<file path="config.mk">
export PLATFORM = sky130hd
export DESIGN_NAME = xaui_rx_xlat
export DESIGN_NICKNAME = d
export VERILOG_FILES = /design/src/rtl/xrx_pkg.sv /design/src/rtl/xrx_kclass.sv /design/src/rtl/xrx_lane_map.sv /design/src/rtl/xrx_out_stage.sv /design/src/rtl/xaui_rx_xlat.sv
export SDC_FILE = /design/constraint.sdc
export NUM_CORES = 1
export LEC_CHECK = 0
export BUFFER_PORTS_ARGS = -buffer_cell sky130_fd_sc_hd__buf_2
export CAP_MARGIN = 20
export CORE_MARGIN = 3
export CORE_UTILIZATION = 40
export DETAILED_ROUTE_END_ITERATION = 10
export HOLD_SLACK_MARGIN = 0.03
export PLACE_DENSITY = 0.69
export SETUP_SLACK_MARGIN = 0.15
export SYNTH_ARGS = -nofsm -noshare
export SYNTH_HDL_FRONTEND = slang
export SYNTH_SLANG_ARGS = --single-unit
</file>
<file path="constraint.sdc">
create_clock -name clk -period 2.8 [get_ports clk]
set_input_delay 0.56 -clock clk [delete_from_list [all_inputs] [get_ports clk]]
set_output_delay 0.56 -clock clk [all_outputs]
set_load 0.03 [all_outputs]
</file>
<file path="src/rtl/xrx_pkg.sv">
package xrx_pkg;
  localparam int SYM_W  = 9;
  localparam int BYTE_W = 8;

  localparam logic [7:0] KB_K28_0 = 8'h1C;
  localparam logic [7:0] KB_K28_3 = 8'h7C;
  localparam logic [7:0] KB_K28_4 = 8'h9C;
  localparam logic [7:0] KB_K28_5 = 8'hBC;
  localparam logic [7:0] KB_K27_7 = 8'hFB;
  localparam logic [7:0] KB_K29_7 = 8'hFD;
  localparam logic [7:0] KB_K30_7 = 8'hFE;

  localparam logic [7:0] XG_IDLE  = 8'h07;
  localparam logic [7:0] XG_SEQ   = 8'h9C;
  localparam logic [7:0] XG_START = 8'hFB;
  localparam logic [7:0] XG_TERM  = 8'hFD;
  localparam logic [7:0] XG_ERROR = 8'hFE;

  typedef enum logic [2:0] {
    KC_IDLE  = 3'd0,
    KC_SEQ   = 3'd1,
    KC_START = 3'd2,
    KC_TERM  = 3'd3,
    KC_ERR   = 3'd4,
    KC_RSVD  = 3'd5
  } kclass_e;

  typedef struct packed {
    logic       ctl;
    logic [7:0] dat;
  } xg_sym_t;

  localparam xg_sym_t XG_SYM_IDLE  = '{ctl: 1'b1, dat: XG_IDLE};
  localparam xg_sym_t XG_SYM_ERROR = '{ctl: 1'b1, dat: XG_ERROR};
endpackage

</file>
<file path="src/rtl/xrx_kclass.sv">
module xrx_kclass
  import xrx_pkg::*;
(
  input  logic [BYTE_W-1:0] kbyte,
  output kclass_e           cls
);
  always_comb begin
    unique case (kbyte)
      KB_K28_0, KB_K28_3, KB_K28_5: cls = KC_IDLE;
      KB_K28_4:                     cls = KC_SEQ;
      KB_K27_7:                     cls = KC_START;
      KB_K29_7:                     cls = KC_TERM;
      KB_K30_7:                     cls = KC_ERR;
      default:                      cls = KC_RSVD;
    endcase
  end
endmodule

</file>
<file path="src/rtl/xrx_lane_map.sv">
module xrx_lane_map
  import xrx_pkg::*;
(
  input  logic             xaui_mode,
  input  logic [SYM_W-1:0] sym,
  input  logic             bad,
  output xg_sym_t          res
);
  kclass_e cls;

  xrx_kclass u_kclass (
    .kbyte (sym[BYTE_W-1:0]),
    .cls   (cls)
  );

  always_comb begin
    if (bad) begin
      res = XG_SYM_ERROR;
    end else if (!xaui_mode) begin
      res.ctl = sym[SYM_W-1];
      res.dat = sym[BYTE_W-1:0];
    end else if (!sym[SYM_W-1]) begin
      res.ctl = 1'b0;
      res.dat = sym[BYTE_W-1:0];
    end else begin
      res.ctl = 1'b1;
      unique case (cls)
        KC_IDLE:  res.dat = XG_IDLE;
        KC_SEQ:   res.dat = XG_SEQ;
        KC_START: res.dat = XG_START;
        KC_TERM:  res.dat = XG_TERM;
        default:  res.dat = XG_ERROR;
      endcase
    end
  end
endmodule

</file>
<file path="src/rtl/xrx_out_stage.sv">
module xrx_out_stage
  import xrx_pkg::*;
#(
  parameter int LANES = 1
) (
  input  logic                    clk,
  input  logic                    rst,
  input  logic                    in_valid,
  output logic                    in_ready,
  input  logic [LANES-1:0]        nxt_ctl,
  input  logic [LANES*BYTE_W-1:0] nxt_byte,
  output logic                    out_valid,
  input  logic                    out_ready,
  output logic [LANES-1:0]        out_ctl,
  output logic [LANES*BYTE_W-1:0] out_byte
);
  logic                    v_q;
  logic [LANES-1:0]        ctl_q;
  logic [LANES*BYTE_W-1:0] byte_q;
  logic                    rst_d;

  assign in_ready = !v_q || out_ready;

  always_ff @(posedge clk) begin
    rst_d <= rst;
    if (rst) begin
      v_q    <= 1'b0;
      ctl_q  <= '1;
      byte_q <= {LANES{XG_IDLE}};
    end else if (in_ready) begin
      v_q <= in_valid;
      if (in_valid) begin
        ctl_q  <= nxt_ctl;
        byte_q <= nxt_byte;
      end
    end
  end

  assign out_valid = v_q;
  assign out_ctl   = ctl_q;
  assign out_byte  = byte_q;

  // the state left by a reset edge is idle on every lane
  always_ff @(posedge clk) begin
    if (rst_d) begin
      a_r11_reset_idle: assert (!v_q && (&ctl_q) && byte_q == {LANES{XG_IDLE}})
        else $error("R11 output not idle after reset");
    end
  end

  a_r9_beat_emerges: assert property (@(posedge clk) disable iff (rst)
    in_valid && in_ready |=> out_valid)
    else $error("R9 accepted beat not presented");

  a_r9_no_beat_no_valid: assert property (@(posedge clk) disable iff (rst)
    !in_valid && out_ready |=> !out_valid)
    else $error("R9 valid without a beat");

  a_r10_stall_holds: assert property (@(posedge clk) disable iff (rst)
    out_valid && !out_ready |=> out_valid && $stable(out_ctl) && $stable(out_byte))
    else $error("R10 output changed while stalled");

  a_r10_no_take_when_stalled: assert property (@(posedge clk) disable iff (rst)
    out_valid && !out_ready |-> !in_ready)
    else $error("R10 ready while stalled");
endmodule

</file>
<file path="src/rtl/xaui_rx_xlat.sv">
module xaui_rx_xlat
  import xrx_pkg::*;
#(
  parameter int LANES = 1
) (
  input  logic                    clk,
  input  logic                    rst,
  input  logic                    xaui_mode,
  input  logic                    in_valid,
  output logic                    in_ready,
  input  logic [LANES*SYM_W-1:0]  in_sym,
  input  logic [LANES-1:0]        in_bad,
  output logic                    out_valid,
  input  logic                    out_ready,
  output logic [LANES-1:0]        out_ctl,
  output logic [LANES*BYTE_W-1:0] out_byte
);
  logic [LANES-1:0]        nxt_ctl;
  logic [LANES*BYTE_W-1:0] nxt_byte;

  for (genvar g = 0; g < LANES; g++) begin : g_lane
    xg_sym_t          mapped;
    logic [SYM_W-1:0] lsym;

    assign lsym = in_sym[g*SYM_W +: SYM_W];

    xrx_lane_map u_map (
      .xaui_mode (xaui_mode),
      .sym       (lsym),
      .bad       (in_bad[g]),
      .res       (mapped)
    );

    assign nxt_ctl[g]                 = mapped.ctl;
    assign nxt_byte[g*BYTE_W +: BYTE_W] = mapped.dat;

    always_ff @(posedge clk) begin
      if (!rst && in_valid && in_ready) begin
        if (in_bad[g]) begin
          a_r5_r8_bad_is_error: assert (mapped.ctl && mapped.dat == XG_ERROR)
            else $error("R5/R8 invalid symbol not mapped to error");
        end
        if (xaui_mode && !in_bad[g] && !lsym[SYM_W-1]) begin
          a_r1_data_kept: assert (!mapped.ctl && mapped.dat == lsym[BYTE_W-1:0])
            else $error("R1 data byte altered");
        end
        if (!xaui_mode && !in_bad[g]) begin
          a_r7_gige_pass: assert ({mapped.ctl, mapped.dat} == lsym)
            else $error("R7 gigabit symbol altered");
        end
      end
    end
  end

  xrx_out_stage #(.LANES(LANES)) u_out (
    .clk       (clk),
    .rst       (rst),
    .in_valid  (in_valid),
    .in_ready  (in_ready),
    .nxt_ctl   (nxt_ctl),
    .nxt_byte  (nxt_byte),
    .out_valid (out_valid),
    .out_ready (out_ready),
    .out_ctl   (out_ctl),
    .out_byte  (out_byte)
  );
endmodule

</file>
After elaboration in Yosys (flattened, before gate mapping)
Index checks and enable logic that the tools add are counted.

Equality and inequality tests: 10. Muxes and demuxes: 5. Reduce and logical (&&, ||, !) cells: 5.

Operator list (count): 8-bit equality test (second input constant) (5); 8-bit one-hot mux with 4 select lines (1); 9-bit two-way mux (3); 3-bit one-hot mux with 5 select lines (1); 8-bit by 5-bit equality test with 1-bit output (second input constant) (1); 8-bit by 7-bit equality test with 1-bit output (second input constant) (1); 3-bit by 2-bit equality test with 1-bit output (second input constant) (2); 3-bit by 1-bit equality test with 1-bit output (second input constant) (1); 3-bit logical NOT (1); 3-bit OR reduction (1); 2-bit AND reduction (1); 1-bit logical NOT (1); 1-bit logical OR (1).

Register bits: 10. Input port bits: 15. Output and inout port bits: 11. Logic and storage cells: 23.

Depth between registers and ports, before layout
Word-level depth: 8. Mapped depth: 5. Mapped depth without buffers: 4.

Hierarchy
A second synthesis with hierarchy kept.

Cell total of the unflattened synthesis: 83. Area total of the unflattened synthesis: 750.7 um2.

By module, submodules not included: xrx_out_stage (instances 1, cells an instance 41, area each 432.9 um2, sequential area each 200.2 um2); xrx_lane_map (instances 1, cells an instance 27, area each 216.5 um2, sequential area each 0.0 um2); xrx_kclass (instances 1, cells an instance 15, area each 101.3 um2, sequential area each 0.0 um2).

Worst setup path after synthesis
Ideal clock, no wire load.

Path type: input to register. From: input port out_ready. To: register u_out.byte_q[0] (netlist: u_out.out_byte[0]). Library setup time: 0.126 ns. Arrival: 1.622 ns. Required time: 2.674 ns. Setup slack: 1.052 ns. Cell stages on the path: 5. Buffers on the path: 1. Cells stage by stage: nand2b_1 > and2_1 > buf_4 > a311oi_1 > o21ai_1.

Word-level cells in the longest chain between the ends: 2.

Ends and longest elaborated chain: from (decl) (RTL line xaui_rx_xlat.sv:14) `input logic out_ready,`; 1-bit logical OR (RTL line xrx_out_stage.sv:22) `assign in_ready = !v_q || out_ready;`; 2-bit AND reduction (no line); to (signal assigned) (RTL line xrx_out_stage.sv:29) `byte_q <= {LANES{XG_IDLE}};`; to (signal assigned) (RTL line xrx_out_stage.sv:34) `byte_q <= nxt_byte;`; to (decl) (RTL line xrx_out_stage.sv:19) `logic [LANES*BYTE_W-1:0] byte_q;`.

Every way passes these cells. A chain may end at the register's enable or synchronous reset.

Worst setup path after layout
From: input port out_ready. To: output port in_ready.

Word-level cells in the longest chain between the ends: 1.

Ends and longest elaborated chain: 1-bit logical OR (RTL line xrx_out_stage.sv:22); to (decl) (RTL line xaui_rx_xlat.sv:10) `output logic in_ready,`.

Every way passes these cells.

==> results.cfg <==
[placement]
portBuffers = 25
dpl_worst_slack_ps = 1030
dp_hpwl_mm = 1.09
finalWeightedCongestion = 0.857

[critical_path]
cpMostUsedCell = buf_2
critPathTopFamily = buffers and inverters
criticalPathCategory = primary input to primary output
required_ps = 2240
cp-end-kind = primary output
max_stage_delay_ps = 210
arrival_ps = 1050
worst-path-max-fanout = 6
critPathBufInv = 2
start_kind = primary input
critPathSlowestCell = buf_2
worstPathCellList = buf_2 > nand2b_1 > buf_2

[clock_network]
postCtsSetupBuffers = 0
cts_tree = built
clk_pin_slew_ps = 70
cts_sinks = 10
cts_max_path_buffers = 2
post_cts_resize_count = 0
cts_buffers = 3
holdBufCountCts = 0
insertion_delay_ps = 270
clockRootBuffer = clkbuf_4
ctsHtreeMaxLevel = 1

[min_path]
holdCritPathClass = flop to flop

[run_status]
status = finished, final reports clean

[route]
dr.pass1.iters = 4
vias = 590
ant_nets = 0
via_per_inst = 5.67
wl_per_cell_um = 12.8
drt-total-wl_mm = 1.33
first_iter_violations = 8
drc_errors = 0

[yosys]
ys_warn_count = 0
yosys-top-cells-area = dfxtp_1 34%, o221a_2 9.6%, nand2_1 3.8%
synth_edf_count = 0
syn-num-nets = 80
netlist_area_um2 = 588
synth-seq-cells = 10
yosys.cell_types.count = 32
synth_flop_cell = dfxtp_1
yosysSeqAreaShare_pct = 34.0
syn_inst = 65
async_flop_share_pct = 0
synth_top_area_share_pct = 34.0
avgSynthCellArea_um2 = 9.05
yosysTopAreaCell = dfxtp_1

[layout]
nFillCells = 117
syn_to_final_growth_pct = 25.1
nNetsFinal = 105
drive_gt1_share_pct = 46.1
regArea_um2 = 200
multiInputGateArea_um2 = 348
num_antenna_cells = 0
utilization_pct = 55.2

[die]
io_pins = 26
die_area_um2 = 1970
fp-row-count = 13
die_x_um = 44.3
core-area_um2 = 1330
die_y_um = 44.3
initial_core_util_pct = 44.1

[run]
maxCapViolations = 0

[sta]
hold_viol = 0
fin_crit_sh_pct = 57.5
finalSetupTns_ps = 0
period_minus_slack_ps = 1610
finalSetupViolations = 0
worst_pin_slew_ps = 372
fmax_ghz = 0.621
final.setup_skew_ps = 6.10
fin_ws_ps = 1190
drv_slew = 0
slew_headroom_pct = 75.1
grt_setup_unrepaired = no

[grt]
overflow = 0
antenna_found_initial = 0
grt_usage_pct = 15.4
grt_pass1_wl_mm = 2.21
grt_pass1_vias = 537
grt_max_degree = 13

[power_and_ir_drop]
max-vdd-ir-drop_uv = 259
power_density_nw_per_um2 = 511
p_leak_uw = 0.000302
==> layout by cell type (no fill, tap or decap) <==
cell	netlist	routed
buf_2	2	25
dfxtp_1	10	10
nand2_1	6	6
o221a_2	5	5
nor2_1	4	4
nand3_1	4	4
nor3_1	3	3
clkbuf_4	0	3
nand2b_1	2	2
a21oi_1	2	2
inv_2	2	2
xnor2_1	2	2
a31oi_1	2	2
o21ai_1	2	2
and2_1	1	1
nor4b_2	1	1
and2b_1	1	1
nor4_2	1	1
a41oi_2	1	1
o32a_1	1	1
or3_4	1	1
a211oi_2	1	1
o211ai_1	1	1
o31a_1	1	1
and3_1	1	1
o41ai_1	1	1
mux2i_1	1	1
a22oi_1	1	1
a21boi_0	1	1
a311oi_1	1	1
clkbuf_8	0	1
==> Yosys cell counts, types with 2 or more instances <==
master,instances
nand2b_1,2
dfxtp_1,10
o221a_2,5
a21oi_1,2
a31oi_1,2
nor3_1,3
nor2_1,4
nand3_1,4
nand2_1,6
xnor2_1,2
o21ai_1,2
buf_2,2
inv_2,2
==> metal layers <==
layer / up-vias / wire [um] / GRT usage [%]
met5: - / 0 / 0
met4: 0 / 6 / 5.42
met3: 2 / 70 / 6.50
met2: 20 / 662 / 26.5
met1: 271 / 593 / 16.8
li1: 297 / - / -
==> worst paths after layout <==
kind / start / endpoint / slack (ps) / cells past startpoint
setup / recovery: out_ready / in_ready / 1190 / 3
setup reg to reg: u_out.out_valid / u_out.out_byte[4] / 1390 / 4
hold reg to reg: u_out.out_byte[1] / u_out.out_byte[1] / 480 / 1
hold / removal: u_out.out_byte[1] / u_out.out_byte[1] / 480 / 1
==> sequential cells by signal, indices dropped and copies added, names as in the netlist <==
| name | count |
|---|---|
| u_out.out_byte | 8 |
| u_out.out_ctl | 1 |
| u_out.out_valid | 1 |
==> area by class of cell <==
class	count	share of cell area (%)
well taps	15	2.55
flip-flops and latches	10	27.2
multi-input cells	48	47.3
inverters	2	1.02
repair buffers	25	17.0
clock buffers	4	4.93
==> worst reg2reg max path, stage by stage, from the launching register on <==
cell and delay, ps:
dfxtp_1 310, nand2b_1 150, and2_1 380, nand2_1 190, o221a_2 280
==> power by group <==
group	internal [uW]	switching, uW	total, uW
clock	79.0	49.9	129
sequential	152	4.54	157
combinational	33.4	56.9	90.3
total	265	111	376
==> cell families after synthesis <==
| logic type | share of synthesized area, % |
|---|---|
| buffers and inverters | 6.81 |
| DFF | 34.0 |
| xor gates and xnor gates | 2.98 |
| muxes | 1.70 |
| and+or+nand+nor | 24.5 |
| AOI/OAI and AO/OA | 30.0 |
==> through the flow <==
stage / hold WS, ps / cells / total power [uW] / instance area [um2]
floorplan: 646 / 65 / 223 / 588
global placement: 468 / 100 / 249 / 699
detailed placement: 470 / 100 / 251 / 699
CTS: 485 / 104 / 380 / 736
global route: 514 / 104 / 394 / 736
finish: 478 / 104 / 376 / 736
Note: power is estimated with default switching activity, not from simulation.
